### src/rtl/wg_pkg.sv
package wg_pkg;

    // Per-event action applied to a waveform pin.
    typedef enum logic [1:0] {
        ACT_NONE = 2'd0,
        ACT_SET  = 2'd1,
        ACT_CLR  = 2'd2,
        ACT_TGL  = 2'd3
    } act_e;

    // Event kinds per pin, lowest rank at index 0.
    localparam int N_EVT = 4;
    // External event lines: input B plus three auxiliaries.
    localparam int N_SRC = 4;

    // Channel mode word, LSB first: A actions, B actions, source, edge, controls.
    typedef struct packed {
        logic       c_dis;
        logic       c_stop;
        logic       c_trig_en;
        logic       ext_trig_en;
        logic [1:0] ext_edge;
        logic [1:0] ext_sel;
        act_e       b_sw;
        act_e       b_ext;
        act_e       b_c;
        act_e       b_cmp;
        act_e       a_sw;
        act_e       a_ext;
        act_e       a_c;
        act_e       a_cmp;
    } mode_t;

    localparam int MODE_W = $bits(mode_t);

    // New pin level after applying an action to the current level.
    function automatic logic apply_act(input act_e a, input logic cur);
        case (a)
            ACT_SET: return 1'b1;
            ACT_CLR: return 1'b0;
            ACT_TGL: return ~cur;
            default: return cur;
        endcase
    endfunction

endpackage

### src/rtl/wg_evt_detect.sv
// External event detector.
// Keeps a one-cycle history of every event line, picks one line, and
// flags the edge kinds requested by the edge mode (bit0 rising, bit1 falling).
// Assumes the lines are already synchronous to clk.
module wg_evt_detect import wg_pkg::*; (
    input  logic             clk,
    input  logic             rst_n,
    input  logic [N_SRC-1:0] src,
    input  logic [1:0]       sel,
    input  logic [1:0]       edge_mode,
    output logic             evt
);

    logic [N_SRC-1:0] prev;
    logic             cur;
    logic             old;

    // Previous level of every line, so a change of selection sees fresh history.
    always_ff @(posedge clk) begin
        if (!rst_n) prev <= '0;
        else        prev <= src;
    end

    assign cur = src[sel];
    assign old = prev[sel];
    assign evt = (edge_mode[0] & cur & ~old) | (edge_mode[1] & ~cur & old);

    p_edge_is_change_r6: assert property (@(posedge clk) disable iff (!rst_n)
        (evt && $past(rst_n)) |-> (src[sel] != $past(src[sel])));

endmodule

### src/rtl/wg_counter.sv
// Channel counter with enable/start control.
// Counts on tick while enabled and started; a trigger clears the count and
// starts the clock if it is enabled; stop and disable events come from a C match.
// Assumes the stop and disable inputs are already qualified by the mode word.
module wg_counter #(
    parameter int W = 16
) (
    input  logic         clk,
    input  logic         rst_n,
    input  logic         tick,
    input  logic         trig,
    input  logic         clk_on,
    input  logic         clk_off,
    input  logic         stop_evt,
    input  logic         dis_evt,
    output logic [W-1:0] cnt,
    output logic         adv,
    output logic         wrap
);

    localparam logic [W-1:0] CNT_MAX = '1;

    logic enabled;
    logic started;
    logic en_nx;
    logic st_nx;

    assign adv  = tick & enabled & started;
    assign wrap = adv & (cnt == CNT_MAX) & ~trig;

    // Next enable state: disable wins over enable.
    always_comb begin
        if (clk_off || dis_evt) en_nx = 1'b0;
        else if (clk_on)        en_nx = 1'b1;
        else                    en_nx = enabled;
    end

    // Next start state: a stop on C outranks every trigger.
    always_comb begin
        if (!en_nx)        st_nx = 1'b0;
        else if (stop_evt) st_nx = 1'b0;
        else if (trig)     st_nx = 1'b1;
        else               st_nx = started;
    end

    // Clock control state.
    always_ff @(posedge clk) begin
        if (!rst_n) begin
            enabled <= 1'b0;
            started <= 1'b0;
        end else begin
            enabled <= en_nx;
            started <= st_nx;
        end
    end

    // Count register: trigger clears, advancing edge increments.
    always_ff @(posedge clk) begin
        if (!rst_n)    cnt <= '0;
        else if (trig) cnt <= '0;
        else if (adv)  cnt <= cnt + 1'b1;
    end

    p_hold_r3: assert property (@(posedge clk) disable iff (!rst_n)
        (!adv && !trig) |=> $stable(cnt));
    p_trig_clears_r13: assert property (@(posedge clk) disable iff (!rst_n)
        trig |=> (cnt == '0));
    p_wrap_zero_r12: assert property (@(posedge clk) disable iff (!rst_n)
        wrap |=> (cnt == '0));
    p_stop_halts_r9: assert property (@(posedge clk) disable iff (!rst_n)
        stop_evt |=> !started);
    p_run_needs_en_r3: assert property (@(posedge clk) disable iff (!rst_n)
        started |-> enabled);

endmodule

### src/rtl/wg_out_ctl.sv
// Output controller for one waveform pin.
// Takes N_EVT event strobes (index 0 lowest rank) with a 2-bit action each;
// the highest-ranked strobe whose action is not none is applied on this edge.
// hold freezes the pin when the line is used as an input.
module wg_out_ctl import wg_pkg::*; (
    input  logic               clk,
    input  logic               rst_n,
    input  logic               hold,
    input  logic [N_EVT-1:0]   ev,
    input  logic [2*N_EVT-1:0] act_codes,
    output logic               q
);

    logic [N_EVT-1:0] live;
    act_e             win;

    for (genvar i = 0; i < N_EVT; i++) begin : g_live
        assign live[i] = ev[i] & (act_codes[2*i +: 2] != 2'd0);
    end

    // Rank resolution: later (higher-index) live events override earlier ones.
    always_comb begin
        win = ACT_NONE;
        for (int i = 0; i < N_EVT; i++) begin
            if (live[i]) win = act_e'(act_codes[2*i +: 2]);
        end
    end

    // Pin register.
    always_ff @(posedge clk) begin
        if (!rst_n)                        q <= 1'b0;
        else if (!hold && win != ACT_NONE) q <= apply_act(win, q);
    end

    p_quiet_r2: assert property (@(posedge clk) disable iff (!rst_n)
        (!(|live) || hold) |=> $stable(q));
    p_top_rank_set_r5: assert property (@(posedge clk) disable iff (!rst_n)
        (ev[N_EVT-1] && act_codes[2*N_EVT-1 -: 2] == 2'd1 && !hold) |=> q);

endmodule

### src/rtl/wavegen_channel.sv
// Waveform generator channel top.
// Holds the mode word and compare registers, builds compare, external and
// trigger events, feeds them to two pin controllers and keeps sticky flags.
// Assumes all inputs are synchronous to clk; clock-source selection is external
// and arrives as the cnt_en strobe.
module wavegen_channel import wg_pkg::*; #(
    parameter int CNT_W = 16
) (
    input  logic              clk,
    input  logic              rst_n,
    input  logic              cnt_en,
    input  logic              sw_trig,
    input  logic              clk_on,
    input  logic              clk_off,
    input  logic              in_b,
    input  logic [2:0]        aux_evt,
    input  logic              wr_en,
    input  logic [1:0]        wr_addr,
    input  logic [MODE_W-1:0] wr_data,
    input  logic              stat_rd,
    output logic              out_a,
    output logic              out_b,
    output logic              out_a_oe_n,
    output logic              out_b_oe_n,
    output logic [CNT_W-1:0]  count,
    output logic              st_cmp_a,
    output logic              st_cmp_b,
    output logic              st_cmp_c,
    output logic              st_ovf,
    output logic              st_ext,
    output logic              mirror_a,
    output logic              mirror_b
);

    localparam int             N_PIN   = 2;
    localparam logic [CNT_W-1:0] CNT_MAX = '1;

    mode_t            mode_q;
    logic [CNT_W-1:0] reg_a;
    logic [CNT_W-1:0] reg_b;
    logic [CNT_W-1:0] reg_c;

    logic ext_evt;
    logic adv;
    logic wrap;
    logic cmp_a;
    logic cmp_b;
    logic cmp_c;
    logic trig;
    logic b_is_in;

    logic [N_PIN-1:0][N_EVT-1:0]   ev_v;
    logic [N_PIN-1:0][2*N_EVT-1:0] act_v;
    logic [N_PIN-1:0]              hold_v;
    logic [N_PIN-1:0]              q_v;

    // Configuration registers.
    always_ff @(posedge clk) begin
        if (!rst_n) begin
            mode_q <= '0;
            reg_a  <= '0;
            reg_b  <= '0;
            reg_c  <= '0;
        end else if (wr_en) begin
            case (wr_addr)
                2'd0:    mode_q <= mode_t'(wr_data);
                2'd1:    reg_a  <= wr_data[CNT_W-1:0];
                2'd2:    reg_b  <= wr_data[CNT_W-1:0];
                default: reg_c  <= wr_data[CNT_W-1:0];
            endcase
        end
    end

    wg_evt_detect u_evt (
        .clk       (clk),
        .rst_n     (rst_n),
        .src       ({aux_evt, in_b}),
        .sel       (mode_q.ext_sel),
        .edge_mode (mode_q.ext_edge),
        .evt       (ext_evt)
    );

    assign cmp_a   = adv & (count == reg_a);
    assign cmp_b   = adv & (count == reg_b);
    assign cmp_c   = adv & (count == reg_c);
    assign trig    = sw_trig | (ext_evt & mode_q.ext_trig_en) | (cmp_c & mode_q.c_trig_en);
    assign b_is_in = (mode_q.ext_sel == 2'd0);

    wg_counter #(.W(CNT_W)) u_cnt (
        .clk      (clk),
        .rst_n    (rst_n),
        .tick     (cnt_en),
        .trig     (trig),
        .clk_on   (clk_on),
        .clk_off  (clk_off),
        .stop_evt (cmp_c & mode_q.c_stop),
        .dis_evt  (cmp_c & mode_q.c_dis),
        .cnt      (count),
        .adv      (adv),
        .wrap     (wrap)
    );

    // Event and action vectors per pin, highest rank in the top slot.
    assign ev_v[0]  = {sw_trig, ext_evt, cmp_c, cmp_a};
    assign ev_v[1]  = {sw_trig, ext_evt, cmp_c, cmp_b};
    assign act_v[0] = {mode_q.a_sw, mode_q.a_ext, mode_q.a_c, mode_q.a_cmp};
    assign act_v[1] = {mode_q.b_sw, mode_q.b_ext, mode_q.b_c, mode_q.b_cmp};
    assign hold_v   = {b_is_in, 1'b0};

    for (genvar k = 0; k < N_PIN; k++) begin : g_pin
        wg_out_ctl u_oc (
            .clk       (clk),
            .rst_n     (rst_n),
            .hold      (hold_v[k]),
            .ev        (ev_v[k]),
            .act_codes (act_v[k]),
            .q         (q_v[k])
        );
    end

    // Sticky flags: a new event outranks the clearing read.
    always_ff @(posedge clk) begin
        if (!rst_n) begin
            st_cmp_a <= 1'b0;
            st_cmp_b <= 1'b0;
            st_cmp_c <= 1'b0;
            st_ovf   <= 1'b0;
            st_ext   <= 1'b0;
        end else begin
            st_cmp_a <= (st_cmp_a & ~stat_rd) | cmp_a;
            st_cmp_b <= (st_cmp_b & ~stat_rd) | cmp_b;
            st_cmp_c <= (st_cmp_c & ~stat_rd) | cmp_c;
            st_ovf   <= (st_ovf   & ~stat_rd) | wrap;
            st_ext   <= (st_ext   & ~stat_rd) | ext_evt;
        end
    end

    assign out_a      = q_v[0];
    assign out_b      = q_v[1];
    assign out_a_oe_n = 1'b0;
    assign out_b_oe_n = b_is_in;
    assign mirror_a   = q_v[0];
    assign mirror_b   = b_is_in ? in_b : q_v[1];

    p_bhold_r10: assert property (@(posedge clk) disable iff (!rst_n)
        (b_is_in && $past(b_is_in)) |-> $stable(out_b));
    p_flagc_needs_tick_r11: assert property (@(posedge clk) disable iff (!rst_n)
        $rose(st_cmp_c) |-> $past(cnt_en));
    p_ovf_from_max_r12: assert property (@(posedge clk) disable iff (!rst_n)
        $rose(st_ovf) |-> ($past(count) == CNT_MAX));
    p_swtrig_zero_r13: assert property (@(posedge clk) disable iff (!rst_n)
        sw_trig |=> (count == '0));

endmodule

### config.mk
export PLATFORM = sky130hd
export DESIGN_NAME = wavegen_channel
export DESIGN_NICKNAME = d
export VERILOG_FILES = /design/src/rtl/wg_pkg.sv /design/src/rtl/wg_evt_detect.sv /design/src/rtl/wg_counter.sv /design/src/rtl/wg_out_ctl.sv /design/src/rtl/wavegen_channel.sv
export SDC_FILE = /design/constraint.sdc
export NUM_CORES = 1
export LEC_CHECK = 0
export BUFFER_PORTS_ARGS = -buffer_cell sky130_fd_sc_hd__buf_2
export CAP_MARGIN = 20
export CORE_ASPECT_RATIO = 0.5
export CORE_UTILIZATION = 55
export CTS_CLUSTER_SIZE = 25
export DETAILED_ROUTE_END_ITERATION = 16
export PLACE_DENSITY = 0.77
export RECOVER_POWER = 100
export SLEW_MARGIN = 5
export SYNTH_ARGS = -nofsm -noshare
export SYNTH_HDL_FRONTEND = slang
export SYNTH_HIERARCHICAL = 1
export SYNTH_SLANG_ARGS = --single-unit
### constraint.sdc
create_clock -name clk -period 3.24 [get_ports clk]
set_input_delay 0.486 -clock clk [delete_from_list [all_inputs] [get_ports clk]]
set_output_delay 0.486 -clock clk [all_outputs]
set_load 0.02 [all_outputs]
==> out/summary.md <==
The tools report the endpoint type of the worst setup path as a flop. The data required time at the worst endpoint was 3450 ps. For this run, the detailed router's first-pass iteration total came to 5. The number of cells on the worst hold path was 2. The number of antenna violations at the first check in global routing is 0, and the simple-gate area share of the yosys netlist is 27.3%. The worst clock skew was 8.43 ps.

Dividing the synthesized area by the synthesized cell count gives 7.91 um2. For the post-CTS resize count, the log shows 0. Setup repair after global routing left no endpoint under its margin. The floorplan step set the die width to 132 um.

The final route contains 4,223 vias. Data arrives at the worst endpoint at 3110 ps. After routing, the total negative slack on setup checks comes to 0 ps. No sink is reached through more buffers than the 2 on the longest clock path.

Detailed-route vias per instance: 5.59. The logs give 0 for the final number of setup-violating endpoints and 8090 um2 for the area of the core region. Entering global routing, the biggest net connects 29 pins.

The count of buffer and inverter cells on the critical path is 0. Traced cell by cell, the critical path runs through mux4_1, o21ai_1, a21oi_1, o21ai_0, nand2b_1, nor2_1. The first global-routing pass estimated 18,900 um of wire.

TritonCTS built the clock tree. Summing the areas of all xor and xnor instances in the mapped netlist gives 10.4% of the synthesized area. Kind of critical path: flop to flop. The largest single stage delay on the critical path is 610 ps. In this run, distinct cell masters in the synthesized netlist total 52. The busiest layer in global routing was met2.

The main combinational cell family by area after synthesis was simple AND/OR/NAND/NOR gates. STA classifies the critical path startpoint as a flop. In this run the remaining antenna-violating nets after routing total 0. For this run, the post-layout net count is 678.

The run gives 43.5% as the proportion of synthesized chip area in sequential cells. After clock tree synthesis, the setup repair step added 0 buffers. Clock-pin slew was measured on the worst setup and hold paths at 60 ps. The multiplexer share of the synthesized area works out to 1.51%. Max-cap violations in this run came to 0.

The count of hold-fix buffers inserted at cts came out at 0. The tools report the total placed cells including tap cells as 740. Global routing consumed, on the met2 layer, 46.0% of the routing resources. Routability-driven placement finished with a final weighted congestion of 0.881. The run gives 38.6% as the met1 track utilization from global routing. Global routing used 28.8% of the available tracks across all layers.

In this run the cell area measured after placement is 5010 um2. In this run, CTS created clock tree buffers numbering 9. For the number of global-route vias before repair, the log shows 3,583.

The number of buffers inserted by port buffering was 63. The worst hold path belongs to the class input port to flop. The largest individual stage delay along the critical path comes from the cell mux4_1.

For the number of top-level design ports, the log shows 65. Biggest area consumer among synthesized cells: dfxtp_1. Counting cells, the worst reg-to-reg path comes to 6.

In the final layout, the share of cells above drive strength 1 is 9.94%. CTS placed an instance of clkbuf_16 at the clock tree root. The tools report the number of max-slew violations in the final report as 0. The run gives 0.345 GHz as the maximum clock frequency.

For this run the aggregate overflow at the end of global routing stands at 0. The post-synth design cell area is 4650 um2, and the final critical path time including I/O delays and setup is 2900 ps. Compared with the post-synthesis result, the final layout area differs by 12.6%. The power per cell area was 484 nW/um2. Cells fill 64.7% of the core in the end.

Summing the areas of all fa, ha and maj instances in the mapped netlist gives 0.269% of the synthesized area. The worst-path maximum fanout was 16. The logs give 57.5% for the effective utilization at floorplan and 12,600 um for the wire length after detailed routing. Height of the chip: 67.0 um. Global routing used 7.46% of the available met3 tracks. VDD sags by at most 0.268 mV. In this run the number of cells on the critical path is 6.

In the final routed layout, each cell accounts on average for 16.6 um. In this run the number of H-tree levels came out at 3. Insertion delay of the later-clocked pin in the worst-skew pair: 350 ps. The first routing iteration left 301 violations. Kind of cell adding the most delay to the critical path: compound AO/OA/AOI/OAI gates. The synthesis warning total was 6. Count of final hold-check violations: 0. The synthesized netlist devotes 13.2% of its cell area to compound gates. Fraction of registers with async set/reset: 0%. The number of antenna diodes in the final layout is 0.

At the pin with the least slew margin, the transition time is 1240 ps. The run gives 587 as the synthesized instance count. For the number of rows created at floorplan, the log shows 23.

The worst pin sits at a relative slew slack of 17.0%. The finished layout holds 756 standard cells, fillers aside. The run gives 8930 um as the half-perimeter wire length after detailed placement.

The most common flop cell mapped by yosys was dfxtp_1. In this run the static leakage power is 0.00203 uW. The flow ran to the end, and the final reports show no timing, DRC or antenna violations. The count of clock tree sinks is 101, and the worst-case hold slack is 307 ps.

The finished cells cover 5230 um2. The area fraction of the dominant cell type after synthesis was 43.5%. The register-to-register setup slack was 340 ps; the number of remaining DRC errors was 0. The number of enable-type register cells in the synthesized netlist was 0.

Counting flops and latches in the post-synthesis netlist gives 101. Ranked by total cell area, the synthesized netlist is headed by dfxtp_1 (44%), nand2_1 (14%), a21oi_1 (9.2%). The floorplan die area is 8840 um2, and the share of the cycle needed by the critical path after routing is 89.4%.
==> layout by cell type, fill, tap and decap left out, types with 3 or more instances in the layout <==
cell	synthesis	final
xnor2_1	18	18
nand4_1	7	7
and3_1	3	3
conb_1	1	4
clkbuf_1	11	30
a21oi_1	85	85
nor3b_1	3	3
buf_2	14	38
clkbuf_16	0	9
dfxtp_1	101	101
nand2b_1	3	3
xor2_1	37	37
clkinv_2	0	3
o21ai_0	11	12
nor2_1	20	20
and2_1	5	3
or3_1	7	7
nor3_1	6	6
nand3_1	16	16
nor4_1	7	8
o21ai_1	5	4
nand2_1	172	172
inv_1	9	9
nor4b_1	3	3
==> cells in the mapped netlist, types with 5 or more instances <==
| cell | number |
|---|---|
| nand2_1 | 172 |
| dfxtp_1 | 101 |
| a21oi_1 | 85 |
| xor2_1 | 37 |
| nor2_1 | 20 |
| xnor2_1 | 18 |
| nand3_1 | 16 |
| buf_2 | 14 |
| clkbuf_1 | 11 |
| o21ai_0 | 11 |
| inv_1 | 9 |
| nand4_1 | 7 |
| nor4_1 | 7 |
| or3_1 | 7 |
| nor3_1 | 6 |
| and2_1 | 5 |
| o21ai_1 | 5 |
==> metrics by stage <==
| stage | total power [uW] | setup WS [ps] |
|---|---|---|
| after CTS | 2530 | 380 |
| final | 2530 | 343 |
| after global placement | 1530 | 482 |
| after global routing | 2610 | 145 |
| after detailed placement | 1540 | 378 |
| after floorplan | 1460 | 863 |
==> area by class of cell <==
type / instances / area (um2)
well taps: 112 / 140
repair buffers: 68 / 307
clock inverters: 4 / 22.5
flip-flops and latches: 101 / 2020
multi-input cells: 450 / 2450
clock buffers: 12 / 256
inverters: 9 / 33.8
fillers: 726 / 2860
==> cell families after synthesis <==
logic type | count (synthesis)
XOR/XNOR | 55
flip-flops | 101
multiplexers | 4
buffers and inverters | 39
other | 1
AND/OR/NAND/NOR | 272
adder cells (fa/ha/maj) | 1
AO/OA/AOI/OAI | 114
==> where the power goes <==
group | leakage [uW] | total [uW] | switching, uW | internal [uW]
Sequential | 0.000820 | 1300 | 24.7 | 1280
Clock | 0.000138 | 1020 | 460 | 559
Combinational | 0.00107 | 211 | 136 | 74.6
Total | 0.00203 | 2530 | 621 | 1910
==> routing by layer <==
layer	part of all wire, %	wire length (um)
met5	0	0
met4	1.3	159
met3	8.6	1090
met2	45	5650
met1	45	5660
==> registers in the layout (all words and copies together), names as in the netlist, 2 cells and up <==
signal	count
u_evt/prev	4
reg_a	16
g_pin.u_oc/q	2
mode_q	8
u_cnt/cnt	16
act_v	16
reg_b	16
reg_c	16
==> path summary, 6_finish.rpt <==
kind,startpoint,endpoint
worst max-delay path,mode_q[16],u_cnt/cnt[1]
worst min register to register,act_v[2],act_v[2]
worst max register to register,mode_q[16],u_cnt/cnt[1]
worst min-delay path,clk_off,u_cnt/enabled
Note: power is estimated with default switching activity, not from simulation.
